[src/rtl/dpig_pkg.sv]
package dpig_pkg;

  localparam int NUM_PLANES = 2;

  typedef enum logic [1:0] {
    FMT_WIDE   = 2'd0,
    FMT_MEDIUM = 2'd1,
    FMT_NARROW = 2'd2,
    FMT_OFF    = 2'd3
  } pixFmt_t;

  // Strobes from control to datapath, one set per clock.
  typedef struct packed {
    logic                  load;
    logic [NUM_PLANES-1:0] adv;
  } stepStb_t;

  // Number of index bits a plane contributes in a given format.
  function automatic logic [2:0] fmtWidth(input pixFmt_t fmt);
    case (fmt)
      FMT_WIDE:   return 3'd4;
      FMT_MEDIUM: return 3'd2;
      FMT_NARROW: return 3'd1;
      default:    return 3'd0;
    endcase
  endfunction

endpackage

[src/rtl/dpig_ctrl.sv]
module dpig_ctrl
  import dpig_pkg::*;
#(
  parameter int BYTE_W = 8
) (
  input  logic                       clk,
  input  logic                       rst_n,
  input  logic                       pixEn,
  input  logic                       loadStb,
  input  pixFmt_t [NUM_PLANES-1:0]   fmtIn,
  output pixFmt_t [NUM_PLANES-1:0]   fmtCur,
  output stepStb_t                   stb
);

  localparam int PHASE_W = $clog2(BYTE_W);

  logic [PHASE_W-1:0] phase;
  logic               doLoad;
  logic               doStep;

  assign doLoad = pixEn & loadStb;
  assign doStep = pixEn & ~loadStb;

  // Phase counts enabled clocks since the last load.
  always_ff @(posedge clk) begin
    if (!rst_n)      phase <= '0;
    else if (doLoad) phase <= '0;
    else if (doStep) phase <= phase + 1'b1;
  end

  // Format codes are latched only at a load, so a pixel is never torn.
  always_ff @(posedge clk) begin
    if (!rst_n)      fmtCur <= {NUM_PLANES{FMT_WIDE}};
    else if (doLoad) fmtCur <= fmtIn;
  end

  assign stb.load = doLoad;

  for (genvar p = 0; p < NUM_PLANES; p++) begin : g_adv
    logic pixDone;
    always_comb begin
      case (fmtCur[p])
        FMT_NARROW: pixDone = 1'b1;
        FMT_MEDIUM: pixDone = phase[0];
        FMT_WIDE:   pixDone = &phase[1:0];
        default:    pixDone = 1'b0;
      endcase
    end
    assign stb.adv[p] = doStep & pixDone;
  end

endmodule

[src/rtl/dpig_datapath.sv]
module dpig_datapath
  import dpig_pkg::*;
#(
  parameter int BYTE_W = 8,
  parameter int IDX_W  = 8
) (
  input  logic                                clk,
  input  logic                                rst_n,
  input  stepStb_t                            stb,
  input  pixFmt_t [NUM_PLANES-1:0]            fmtCur,
  input  logic [NUM_PLANES-1:0][BYTE_W-1:0]   planeByte,
  output logic [IDX_W-1:0]                    pixIndex
);

  localparam int HALF = BYTE_W / 2;

  logic [NUM_PLANES-1:0][3:0] planeBits;
  logic [NUM_PLANES-1:0][2:0] planeWid;

  for (genvar p = 0; p < NUM_PLANES; p++) begin : g_plane
    logic [BYTE_W-1:0] shReg;

    always_ff @(posedge clk) begin
      if (!rst_n)          shReg <= '0;
      else if (stb.load)   shReg <= planeByte[p];
      else if (stb.adv[p]) shReg <= {shReg[BYTE_W-2:0], 1'b0};
    end

    // Interleaved unpacking: the current pixel always sits at the top taps.
    always_comb begin
      case (fmtCur[p])
        FMT_NARROW: planeBits[p] = {3'b000, shReg[BYTE_W-1]};
        FMT_MEDIUM: planeBits[p] = {2'b00, shReg[BYTE_W-1], shReg[HALF-1]};
        FMT_WIDE:   planeBits[p] = {shReg[BYTE_W-1], shReg[BYTE_W-3],
                                    shReg[BYTE_W-5], shReg[BYTE_W-7]};
        default:    planeBits[p] = 4'b0000;
      endcase
    end

    assign planeWid[p] = fmtWidth(fmtCur[p]);
  end

  // Pack planes upward from bit 0, each at the running width offset.
  always_comb begin
    logic [IDX_W-1:0] acc;
    logic [4:0]       off;
    acc = '0;
    off = '0;
    for (int p = 0; p < NUM_PLANES; p++) begin
      acc = acc | (IDX_W'(planeBits[p]) << off);
      off = off + 5'(planeWid[p]);
    end
    pixIndex = acc;
  end

endmodule

[src/rtl/dual_plane_index_gen.sv]
module dual_plane_index_gen
  import dpig_pkg::*;
#(
  parameter int BYTE_W = 8,
  parameter int IDX_W  = 8
) (
  input  logic              clk,
  input  logic              rst_n,
  input  logic              pixEn,
  input  logic              loadStb,
  input  logic [BYTE_W-1:0] plane0Byte,
  input  logic [BYTE_W-1:0] plane1Byte,
  input  logic [1:0]        plane0Mode,
  input  logic [1:0]        plane1Mode,
  output logic [IDX_W-1:0]  pixIndex
);

  stepStb_t                          stepStb;
  pixFmt_t [NUM_PLANES-1:0]          fmtIn;
  pixFmt_t [NUM_PLANES-1:0]          fmtCur;
  logic [NUM_PLANES-1:0][BYTE_W-1:0] planeByte;

  assign fmtIn[0]     = pixFmt_t'(plane0Mode);
  assign fmtIn[1]     = pixFmt_t'(plane1Mode);
  assign planeByte[0] = plane0Byte;
  assign planeByte[1] = plane1Byte;

  dpig_ctrl #(.BYTE_W(BYTE_W)) u_ctrl (
    .clk     (clk),
    .rst_n   (rst_n),
    .pixEn   (pixEn),
    .loadStb (loadStb),
    .fmtIn   (fmtIn),
    .fmtCur  (fmtCur),
    .stb     (stepStb)
  );

  dpig_datapath #(.BYTE_W(BYTE_W), .IDX_W(IDX_W)) u_dp (
    .clk       (clk),
    .rst_n     (rst_n),
    .stb       (stepStb),
    .fmtCur    (fmtCur),
    .planeByte (planeByte),
    .pixIndex  (pixIndex)
  );

endmodule

[config.mk]
export PLATFORM = sky130hd
export DESIGN_NAME = dual_plane_index_gen
export DESIGN_NICKNAME = d
export VERILOG_FILES = /design/src/rtl/dpig_pkg.sv /design/src/rtl/dpig_ctrl.sv /design/src/rtl/dpig_datapath.sv /design/src/rtl/dual_plane_index_gen.sv
export SDC_FILE = /design/constraint.sdc
export NUM_CORES = 1
export LEC_CHECK = 0
export BUFFER_PORTS_ARGS = -buffer_cell sky130_fd_sc_hd__buf_2
export CAP_MARGIN = 40
export CORE_ASPECT_RATIO = 1.75
export CORE_UTILIZATION = 35
export DETAILED_ROUTE_END_ITERATION = 12
export SYNTH_ARGS = -nofsm -noshare
export SYNTH_HDL_FRONTEND = slang
export SYNTH_SLANG_ARGS = --single-unit
export TNS_END_PERCENT = 50
[constraint.sdc]
create_clock -name clk -period 1.6 [get_ports clk]
set_clock_uncertainty 0.2 [all_clocks]
set_input_delay 0.16 -clock clk [delete_from_list [all_inputs] [get_ports clk]]
set_output_delay 0.16 -clock clk [all_outputs]
set_load 0.02 [all_outputs]
==> impl_metrics.csv, run 1 <==
group,metric,value,unit
run_status,status,"complete, but fails checks",
run_status,violations,"setup timing",
global_routing,grt_max_degree,22,
yosys,netlist-cell-type-count,43,
place,dp_hpwl,2.63,mm
yosys,ys.flop_type,"dfxtp_1",
yosys,netlist_area,1300,µm²
cells_and_area,final_core_util,55.8,%
critical_path,cp.required,1.24,ns
place,io_buffers,31,
floorplanning,ios,32,
global_routing,first_global_vias,1338,
critical_path,startpoint,"u_ctrl.fmtCur[2]",
power_and_ir_drop,ir_drop,0.686,mV
critical_path,cp_data_arrival_time,1.56,ns
detailed_routing,detail_route.first_pass.iterations,6,
power_and_ir_drop,powerDensity,771,nW/µm²
floorplanning,num_rows,29,
yosys,ys_seq_elements,22,
critical_path,reg2reg_depth,10,
critical_path,endpoint,"pixIndex[0]",
detailed_routing,drcViolationCount,0,
clock_tree,cts_buffers,3,
global_routing,antenna_found_initial,0,
clock_tree,clock_sinks,22,
floorplanning,initial_core_util,36.2,%
detailed_routing,drt_iter0_markers,31,
place,gp_congestion,0.803,
sta,fin_crit_sh,120,%
cells_and_area,mostFrequentLayoutCells,"25 x nand2_1, 25 x buf_2, 23 x buf_4",
critical_path,cp-end-kind,"output pin",
clock_tree,cts_tree,"yes",
floorplanning,die_h,82.7,µm
cells_and_area,final_cell_count_no_fill,254,
cells_and_area,fillers,327,
run,cap_viol_max_count,0,
detailed_routing,ant_nets,0,
floorplanning,die_w,48.1,µm
cells_and_area,seqCellArea,455,µm²
detailed_routing,avgRoutedWirePerCell,14.3,µm
clock_tree,h-tree-depth,1,
sta,report.final.setup_viol,16,
cells_and_area,nets,234,
sta,timing.final.ws_setup,-0.315,ns
power_and_ir_drop,p_leak,0.879,nW
global_routing,grt_pass1_wl,5.96,mm
critical_path,crit_chain,"mux2i_2 -> o21ai_2 -> mux4_2 -> buf_6",
detailed_routing,drt-total-wl,3.64,mm
cells_and_area,multi_input_area,898,µm²
power_and_ir_drop,power,0.00155,W
critical_path,ff2ff_setup_slack,-0.23,ns
critical_path,cp_max_fo,4,
detailed_routing,num_vias,1366,
critical_path,worstReg2RegEnd,"u_dp.g_plane[1].shReg[4]",
yosys,synth.yosys.warnings,0,
sta,maxSlewViolCount,0,
sta,max_freq,0.522,GHz
sta,period_needed,1.92,ns
worst_hold_path,hp-class,"in -> reg",
cells_and_area,drive_gt1_share,44.2,%
clock_tree,clock-root-buffer,"clkbuf_8",
critical_path,slowest_delay,0.46,ns
sta,holdWs,0.0121,ns
yosys,syn_avg_cell_area,8.85,µm²
yosys,synthArstFlopShare,0,%
critical_path,critPathSlowestCell,"mux4_2",
sta,hold_violations,0,
clock_tree,clock_path_buffers,2,
critical_path,cp_num_cells,4,
yosys,synth_edf_count,0,
yosys,netlist_instances,147,
clock_tree,clock_latency,0.27,ns
sta,max_slew_margin,72.5,%
critical_path,cp_num_buf_inv,1,
global_routing,grt_usage,20.9,%
sta,worstMarginPinSlew,0.412,ns
cells_and_area,synthToLayoutAreaGrowth,54.0,%
place,dp.cells,236,
yosys,synth_fp_nets,172,
global_routing,overflow,0,
cells_and_area,antenna_cells,0,
sta,rsz0062_at_grt,"yes",
critical_path,path_delay_family,"multiplexers",
yosys,ys_seq_area_share,33.8,%
critical_path,cp-start-kind,"flip-flop",
clock_tree,path_clk_slew,0.09,ns
critical_path,path_class,"reg -> out",
critical_path,r2r-start,"u_ctrl.fmtCur[2]",
floorplanning,coreArea,3590,µm²
worst_hold_path,hold_path_depth,3,
detailed_routing,vias_per_cell,5.38,
place,place_worst_setup_slack,-0.0830,ns
floorplanning,die-area,3980,µm²
==> power breakdown <==
| group | internal (W) | total, W | leakage, nW | switching, W |
|---|---|---|---|---|
| combinational | 0.000218 | 0.000402 | 0.659 | 0.000184 |
| sequential | 0.000581 | 0.000617 | 0.184 | 0.0000360 |
| clock | 0.000334 | 0.000527 | 0.0357 | 0.000193 |
| total | 0.00113 | 0.00155 | 0.879 | 0.000413 |
==> synthesized netlist by cell type, types with 4 or more instances <==
cell / instances / area [µm²]
a21boi_0: 10 / 75.1
nor2_1: 5 / 18.8
a21oi_1: 4 / 20.0
inv_1: 5 / 18.8
nand2_1: 25 / 93.8
a222oi_1: 4 / 40.0
mux2i_1: 13 / 130
dfxtp_1: 22 / 440
o211a_1: 7 / 70.1
o21ai_0: 5 / 25.0
==> state kept, by name (all words and copies together) (netlist names) <==
name / flops
u_dp.g_plane.shReg: 16
u_ctrl.phase: 2
u_ctrl.fmtCur: 4
==> layer usage <==
layer	GRT usage [%]	wire length (µm)
met5	0	0
met4	11.7	112
met3	2.17	82
met2	36.5	2040
met1	23.1	1410
==> worst register-to-register path: stages (launching register included) <==
cell and delay (ns):
dfxtp_4 0.38, buf_4 0.11, buf_6 0.12, nor2_4 0.04, buf_4 0.13, buf_4 0.12, buf_4 0.12, a32o_2 0.26
buf_6 0.13, nand2_1 0.06, a21boi_1 0.06
==> through the flow <==
stage,setup TNS (ns),instance area [µm²]
finish,-3.10,2000
detailed placement,-0.647,1680
floorplan,-0.168,1340
CTS,-2.31,1950
global placement,-0.182,1680
global route,-4.28,2000
==> worst min path at each step <==
stage,from,end
after floorplan,plane0Byte[0],u_dp.g_plane[0].shReg[0]
after global placement,plane1Byte[0],u_dp.g_plane[1].shReg[0]
after detailed placement,plane0Byte[0],u_dp.g_plane[0].shReg[0]
after CTS,plane1Byte[4],u_dp.g_plane[1].shReg[4]
after global routing,plane1Byte[4],u_dp.g_plane[1].shReg[4]
final,plane1Byte[2],u_dp.g_plane[1].shReg[2]
==> layout make-up <==
| type | count | area share, % |
|---|---|---|
| Sequential cell | 22 | 22.7 |
| Inverter | 6 | 1.12 |
| Timing Repair Buffer | 66 | 24.9 |
| Tap cell | 46 | 2.87 |
| Multi-Input combinational cell | 110 | 44.8 |
| Clock buffer | 3 | 2.06 |
| Clock inverter | 1 | 1.50 |
==> cells by family after synthesis <==
family,Yosys count,synth area share (%)
simple gates,49,19.0
compound gates,44,27.5
flops,22,33.8
mux,16,13.5
buf+inv,15,5.19
fa+ha+maj,1,0.961
==> timing repair <==
item                                   CTS  global route
pin swaps                                6             7
buffers inserted                         4             3
hold buffers                             8             0
setup endpoints to repair               23            23
endpoints found under the hold margin    7             0
gates resized for setup                 34             8
Power figures use the tool's default switching activity.
==> run 2: changes to the inputs <==
CTS_CLUSTER_DIAMETER = 30   (was not set)
REMOVE_ABC_BUFFERS = 1   (was not set)
==> run 2 against run 1 <==
  * Non-clock buffer count down 6
  * Flip-flop and latch count stayed put
  * Largest power group unchanged
  * Die area stayed put
  * Combinational power fell by 14%
  * The run still ends with setup timing left
  * Critical path depth unchanged
  * Global-route usage decreased by 2.8 points
  * Routed wire length down 10%
  * Power fell by 12%
  * Register-to-register slack better by 0.21 ns
  * Sequential power hardly changed
==> impl_metrics.csv, run 2 (synthesized netlist as in run 1, its figures left out) <==
group,metric,value,unit
run_status,status,"complete, but fails checks",
run_status,violations,"setup timing",
cells_and_area,top_register,"u_dp.g_plane.shReg",
sta,holdWs,0.0112,ns
critical_path,cp-end-kind,"output pin",
global_routing,grt_usage,18.1,%
critical_path,ff2ff_setup_slack,-0.02,ns
power_and_ir_drop,p_leak,0.822,nW
critical_path,cp_data_arrival_time,1.54,ns
place,dp_hpwl,2.52,mm
critical_path,r2r-start,"u_ctrl.fmtCur[2]",
clock_tree,cts_tree,"yes",
clock_tree,clock-root-buffer,"clkbuf_8",
sta,fin_crit_sh,119,%
place,place_worst_setup_slack,-0.117,ns
cells_and_area,fillers,341,
cells_and_area,drive_gt1_share,36.1,%
sta,maxSlewViolCount,0,
critical_path,path_delay_family,"multiplexers",
place,io_buffers,31,
critical_path,cp-start-kind,"flip-flop",
sta,hold_violations,0,
floorplanning,coreArea,3590,µm²
clock_tree,h-tree-depth,1,
clock_tree,path_clk_slew,0.08,ns
critical_path,reg2reg_depth,6,
cells_and_area,antenna_cells,0,
detailed_routing,drcViolationCount,0,
cells_and_area,mostFrequentLayoutCells,"27 x buf_2, 25 x nand2_1, 21 x buf_4",
worst_hold_path,holdPathEnd,"u_dp.g_plane[1].shReg[1]",
cells_and_area,synthToLayoutAreaGrowth,40.9,%
worst_hold_path,hp-class,"in -> reg",
global_routing,first_global_vias,1289,
critical_path,critPathSlowestCell,"mux4_2",
run,cap_viol_max_count,0,
sta,period_needed,1.90,ns
sta,max_freq,0.525,GHz
detailed_routing,drt_iter0_markers,31,
detailed_routing,num_vias,1294,
sta,worstMarginPinSlew,0.407,ns
floorplanning,num_rows,29,
clock_tree,clock_path_buffers,2,
critical_path,cp_max_fo,5,
global_routing,grt_max_degree,22,
place,gp_congestion,0.902,
cells_and_area,multi_input_area,825,µm²
critical_path,cp_num_buf_inv,1,
critical_path,worstReg2RegEnd,"u_dp.g_plane[1].shReg[6]",
sta,rsz0062_at_grt,"yes",
sta,max_slew_margin,72.8,%
sta,timing.final.ws_setup,-0.305,ns
cells_and_area,reg.largest.list,"u_dp.g_plane.shReg x16, u_ctrl.fmtCur x4, u_ctrl.phase x2",
global_routing,grt_pass1_wl,5.28,mm
sta,report.final.setup_viol,14,
floorplanning,die_w,48.1,µm
cells_and_area,nets,228,
critical_path,path_class,"reg -> out",
floorplanning,ios,32,
cells_and_area,final_core_util,51.0,%
floorplanning,initial_core_util,36.2,%
floorplanning,die-area,3980,µm²
detailed_routing,avgRoutedWirePerCell,13.2,µm
worst_hold_path,hold_path_depth,3,
detailed_routing,vias_per_cell,5.22,
floorplanning,die_h,82.7,µm
critical_path,crit_chain,"mux2i_1 -> o21ai_1 -> mux4_2 -> buf_6",
worst_hold_path,min_from,"plane1Byte[1]",
detailed_routing,drt-total-wl,3.27,mm
clock_tree,cts_buffers,3,
detailed_routing,detail_route.first_pass.iterations,4,
power_and_ir_drop,powerDensity,739,nW/µm²
critical_path,cp.required,1.24,ns
cells_and_area,final_common_cell,"buf_2",
clock_tree,clock_sinks,22,
power_and_ir_drop,ir_drop,0.467,mV
global_routing,antenna_found_initial,0,
cells_and_area,seqCellArea,448,µm²
critical_path,slowest_delay,0.48,ns
cells_and_area,largest_reg_flops,16,
global_routing,overflow,0,
clock_tree,clock_latency,0.26,ns
detailed_routing,ant_nets,0,
-- run 2: how the worst max path moves through the flow --
stage               cells after the start        startpoint          end  slack [ns]
finish                                  4  u_ctrl.fmtCur[2]  pixIndex[0]       -0.30
global route                            4  u_ctrl.fmtCur[2]  pixIndex[0]       -0.36
CTS                                     4  u_ctrl.fmtCur[2]  pixIndex[0]       -0.32
detailed placement                      4  u_ctrl.fmtCur[2]  pixIndex[0]       -0.12
global placement                        4  u_ctrl.fmtCur[2]  pixIndex[0]       -0.07
floorplan                               3  u_ctrl.fmtCur[2]  pixIndex[3]       -0.27
-- run 2: area by class of cell --
type	count	share of cell area, %
Multi-Input combinational cell	110	45.0
Sequential cell	22	24.4
Tap cell	46	3.14
Inverter	6	1.23
Timing Repair Buffer	60	23.2
Clock buffer	4	3.00
-- run 2: worst reg2reg max path: stages (launching register included) --
cell      delay, ns
dfxtp_4        0.36
buf_4          0.13
buf_6          0.12
buf_4          0.13
a211oi_2       0.25
mux2i_1        0.23
a21oi_1        0.08
-- run 2: repair_timing --
| action | CTS | global route |
|---|---|---|
| resized for setup | 8 | 13 |
| endpoints found under the setup margin | 15 | 22 |
| endpoints found under the hold margin | 8 | 0 |
| setup buffers | 0 | 2 |
| hold buffers | 9 | 0 |
| pin swaps | 4 | 3 |
-- run 2: power breakdown --
part	total, W	internal, W	leakage [nW]	switching, W
Clock	0.000393	0.000219	0.0288	0.000174
Sequential	0.000616	0.000583	0.183	0.0000332
Combinational	0.000346	0.000181	0.610	0.000164
-- run 2: per-stage QoR --
| step | TNS [ns] | cell area (µm²) | cells | total power, W |
|---|---|---|---|---|
| floorplan | -1.80 | 1260 | 138 | 0.000792 |
| global placement | -0.145 | 1620 | 233 | 0.000927 |
| detailed placement | -0.383 | 1620 | 233 | 0.000937 |
| CTS | -1.96 | 1780 | 246 | 0.00135 |
| global route | -3.31 | 1830 | 248 | 0.00143 |
| finish | -1.90 | 1830 | 248 | 0.00135 |
-- run 2: layer usage --
layer	part of all wire, %	routed length, µm	global-route usage, %
met4	3.9	127	9.72
met2	52	1710	30.3
met1	41	1360	21.0
met5	0	0	0
met3	2.5	83	2.61
==> run 3: changes to the inputs <==
ABC_AREA = 1   (was not set)
==> run 3 against run 2 <==
  * The run still ends with setup timing left
  * Cell area down 7.2%
  * Setup slack better by 0.19 ns
  * Power fell by 5.8%
  * Count of clock-buffer cells in the layout is 1 lower
  * Maximum frequency up 11%
  * Critical path type unchanged
  * Critical endpoint is now pixIndex[2]
  * Largest cell class unchanged
==> impl_metrics.csv, run 3 <==
group,metric,value,unit
critical_path,cp_max_fo,5,
yosys,ys_seq_elements,22,
yosys,yosys-top-cells-count,"76 x nand2_1, 22 x dfxtp_1, 20 x nor2_1, 16 x a21oi_1, 16 x nand3_1",
floorplanning,coreArea,3400,µm²
detailed_routing,drcViolationCount,0,
cells_and_area,largest_reg_flops,16,
place,dp_hpwl,2.27,mm
cells_and_area,nets,269,
clock_tree,h-tree-depth,1,
cells_and_area,synthToLayoutAreaGrowth,35.9,%
sta,timing.final.ws_setup,-0.119,ns
sta,maxSlewViolCount,0,
floorplanning,die-area,3830,µm²
power_and_ir_drop,ir_drop,0.389,mV
cells_and_area,final_common_cell,"nand2_1",
yosys,synth_area_leaders,"dfxtp_1 35%, nand2_1 23%, a21oi_1 6.4%",
detailed_routing,detail_route.first_pass.iterations,4,
global_routing,overflow,0,
critical_path,cp_data_arrival_time,1.36,ns
cells_and_area,top_register,"u_dp.g_plane.shReg",
detailed_routing,ant_nets,0,
critical_path,cp.required,1.24,ns
sta,holdWs,0.00123,ns
yosys,ys.flop_type,"dfxtp_1",
sta,max_freq,0.582,GHz
run_status,violations,"setup timing",
sta,report.final.setup_viol,8,
clock_tree,clock_path_buffers,2,
detailed_routing,vias_per_cell,4.70,
critical_path,path_class,"reg -> out",
yosys,netlist_instances,197,
floorplanning,die_h,81.1,µm
cells_and_area,drive_gt1_share,29.8,%
clock_tree,clock-root-buffer,"clkbuf_8",
critical_path,cp-start-kind,"flip-flop",
sta,rsz0062_at_grt,"yes",
run,cap_viol_max_count,0,
yosys,synth_edf_count,0,
cells_and_area,antenna_cells,0,
run_status,status,"complete, but fails checks",
place,gp_congestion,0.866,
detailed_routing,drt_iter0_markers,25,
cells_and_area,mostFrequentLayoutCells,"73 x nand2_1, 23 x buf_2, 19 x nor2_1",
power_and_ir_drop,power,0.00128,W
global_routing,grt_max_degree,18,
yosys,synth_top_cell_area_share,35.2,%
power_and_ir_drop,powerDensity,750,nW/µm²
sta,period_needed,1.72,ns
sta,fin_crit_sh,107,%
critical_path,crit_chain,"nor2_4 -> nand2_2 -> o21ai_1 -> nand2_1 -> a21oi_1 -> buf_4",
critical_path,slowest_delay,0.37,ns
detailed_routing,drt-total-wl,3.02,mm
cells_and_area,reg.largest.list,"u_dp.g_plane.shReg x16, u_ctrl.fmtCur x4, u_ctrl.phase x2",
cells_and_area,final_cell_count_no_fill,287,
floorplanning,num_rows,28,
clock_tree,cts_buffers,3,
clock_tree,path_clk_slew,0.08,ns
floorplanning,initial_core_util,36.8,%
yosys,synthArstFlopShare,0,%
critical_path,critPathSlowestCell,"dfxtp_4",
yosys,synth.yosys.warnings,0,
yosys,netlist_area,1250,µm²
place,dp.cells,273,
global_routing,grt_usage,18.2,%
clock_tree,clock_sinks,22,
global_routing,antenna_found_initial,0,
worst_hold_path,hp-class,"in -> reg",
floorplanning,ios,32,
sta,worstMarginPinSlew,0.316,ns
clock_tree,cts_tree,"yes",
place,io_buffers,31,
yosys,netlist-cell-type-count,25,
power_and_ir_drop,p_leak,0.784,nW
yosys,yosysTopAreaCell,"dfxtp_1",
clock_tree,clock_latency,0.26,ns
critical_path,cp-end-kind,"output pin",
sta,hold_violations,0,
global_routing,first_global_vias,1238,
yosys,synth_most_common_cell,"nand2_1",
sta,max_slew_margin,78.8,%
global_routing,grt_pass1_wl,5.16,mm
detailed_routing,avgRoutedWirePerCell,10.5,µm
yosys,ys_seq_area_share,35.2,%
detailed_routing,num_vias,1348,
yosys,syn_avg_cell_area,6.35,µm²
floorplanning,die_w,47.2,µm
-- run 3: cell count changes in the layout (fill, tap and decap cells not counted), sizes merged, moves of 5 or more --
| cell | delta |
|---|---|
| nand2 | +55 |
| nor2 | +16 |
| nand3 | +16 |
| o211a | -7 |
| o21ai | +6 |
| mux2i | -13 |
| a21oi | +13 |
| a21boi | -11 |
| inv | +5 |
| buf | -8 |
-- run 3: power by group --
part / internal, W / leakage [nW] / total (W) / switching [W]
sequential: 0.000582 / 0.182 / 0.000613 / 0.0000310
combinational: 0.000143 / 0.580 / 0.000325 / 0.000182
clock: 0.000168 / 0.0216 / 0.000338 / 0.000170
-- run 3: per-stage QoR --
step / util (%) / setup slack, ns / area [µm²] / TNS (ns)
2_1_floorplan: - / 0.0798 / 1210 / 0
3_3_place_gp: 43.3 / 0.0501 / 1470 / 0
3_5_place_dp: 43.3 / 0.0429 / 1470 / 0
4_1_cts: 47.3 / -0.133 / 1610 / -0.552
5_1_grt: 50.0 / -0.196 / 1700 / -1.25
6_report: 50.0 / -0.119 / 1700 / -0.442
-- run 3: kinds of logic (layout without fill, tap and decap cells) --
family | count (synthesis) | count (layout) | synth area share [%]
buf+inv | 18 | 63 | 6.60
compound gates | 31 | 31 | 13.3
flops | 22 | 22 | 35.2
fa+ha+maj | 1 | 1 | 1.00
simple gates | 125 | 125 | 43.9
-- run 3: layout make-up --
| cell class | count | area [µm²] |
|---|---|---|
| timing repair buffer | 48 | 327 |
| sequential | 22 | 450 |
| multi-input combinational | 157 | 778 |
| clock buffer | 3 | 41.3 |
| tap | 45 | 56.3 |
| inverter | 12 | 47.5 |
| fill | 372 | 1700 |
-- run 3: metal layers --
| metal | GRT usage (%) | part of all wire (%) | vias to the layer above | routed length (µm) |
|---|---|---|---|---|
| met5 | 0 | 0 | - | 0 |
| met2 | 31.3 | 51 | 24 | 1530 |
| met3 | 2.00 | 1.9 | 6 | 57 |
| li1 | - | - | 731 | - |
| met1 | 22.3 | 46 | 587 | 1380 |
| met4 | 6.86 | 1.8 | 0 | 53 |
-- run 3: path summary, 6_finish.rpt --
check,start,to,slack [ns],cells past startpoint
worst min-delay path,plane1Mode[1],u_ctrl.fmtCur[3],0.001,3
worst max-delay path,u_ctrl.fmtCur[2],pixIndex[2],-0.12,6
worst min register to register,u_dp.g_plane[0].shReg[0],u_dp.g_plane[0].shReg[0],0.27,2
worst max register to register,u_ctrl.fmtCur[1],u_dp.g_plane[0].shReg[4],0.18,6
-- run 3: repair_timing --
action                                 CTS  global route
setup endpoints to repair                8            24
resized for setup                       17            18
endpoints found under the hold margin    5             0
hold buffers                             5             0
buffers inserted                         2             4
pin swaps                                3             3
-- run 3: worst max-delay path, delay by kind of cell (launching register included) --
| kind | cells | cell delay, ns |
|---|---|---|
| and+or+nand+nor | 3 | 0.33 |
| DFF | 1 | 0.37 |
| buffers and inverters | 1 | 0.15 |
| AOI/OAI and AO/OA | 2 | 0.24 |
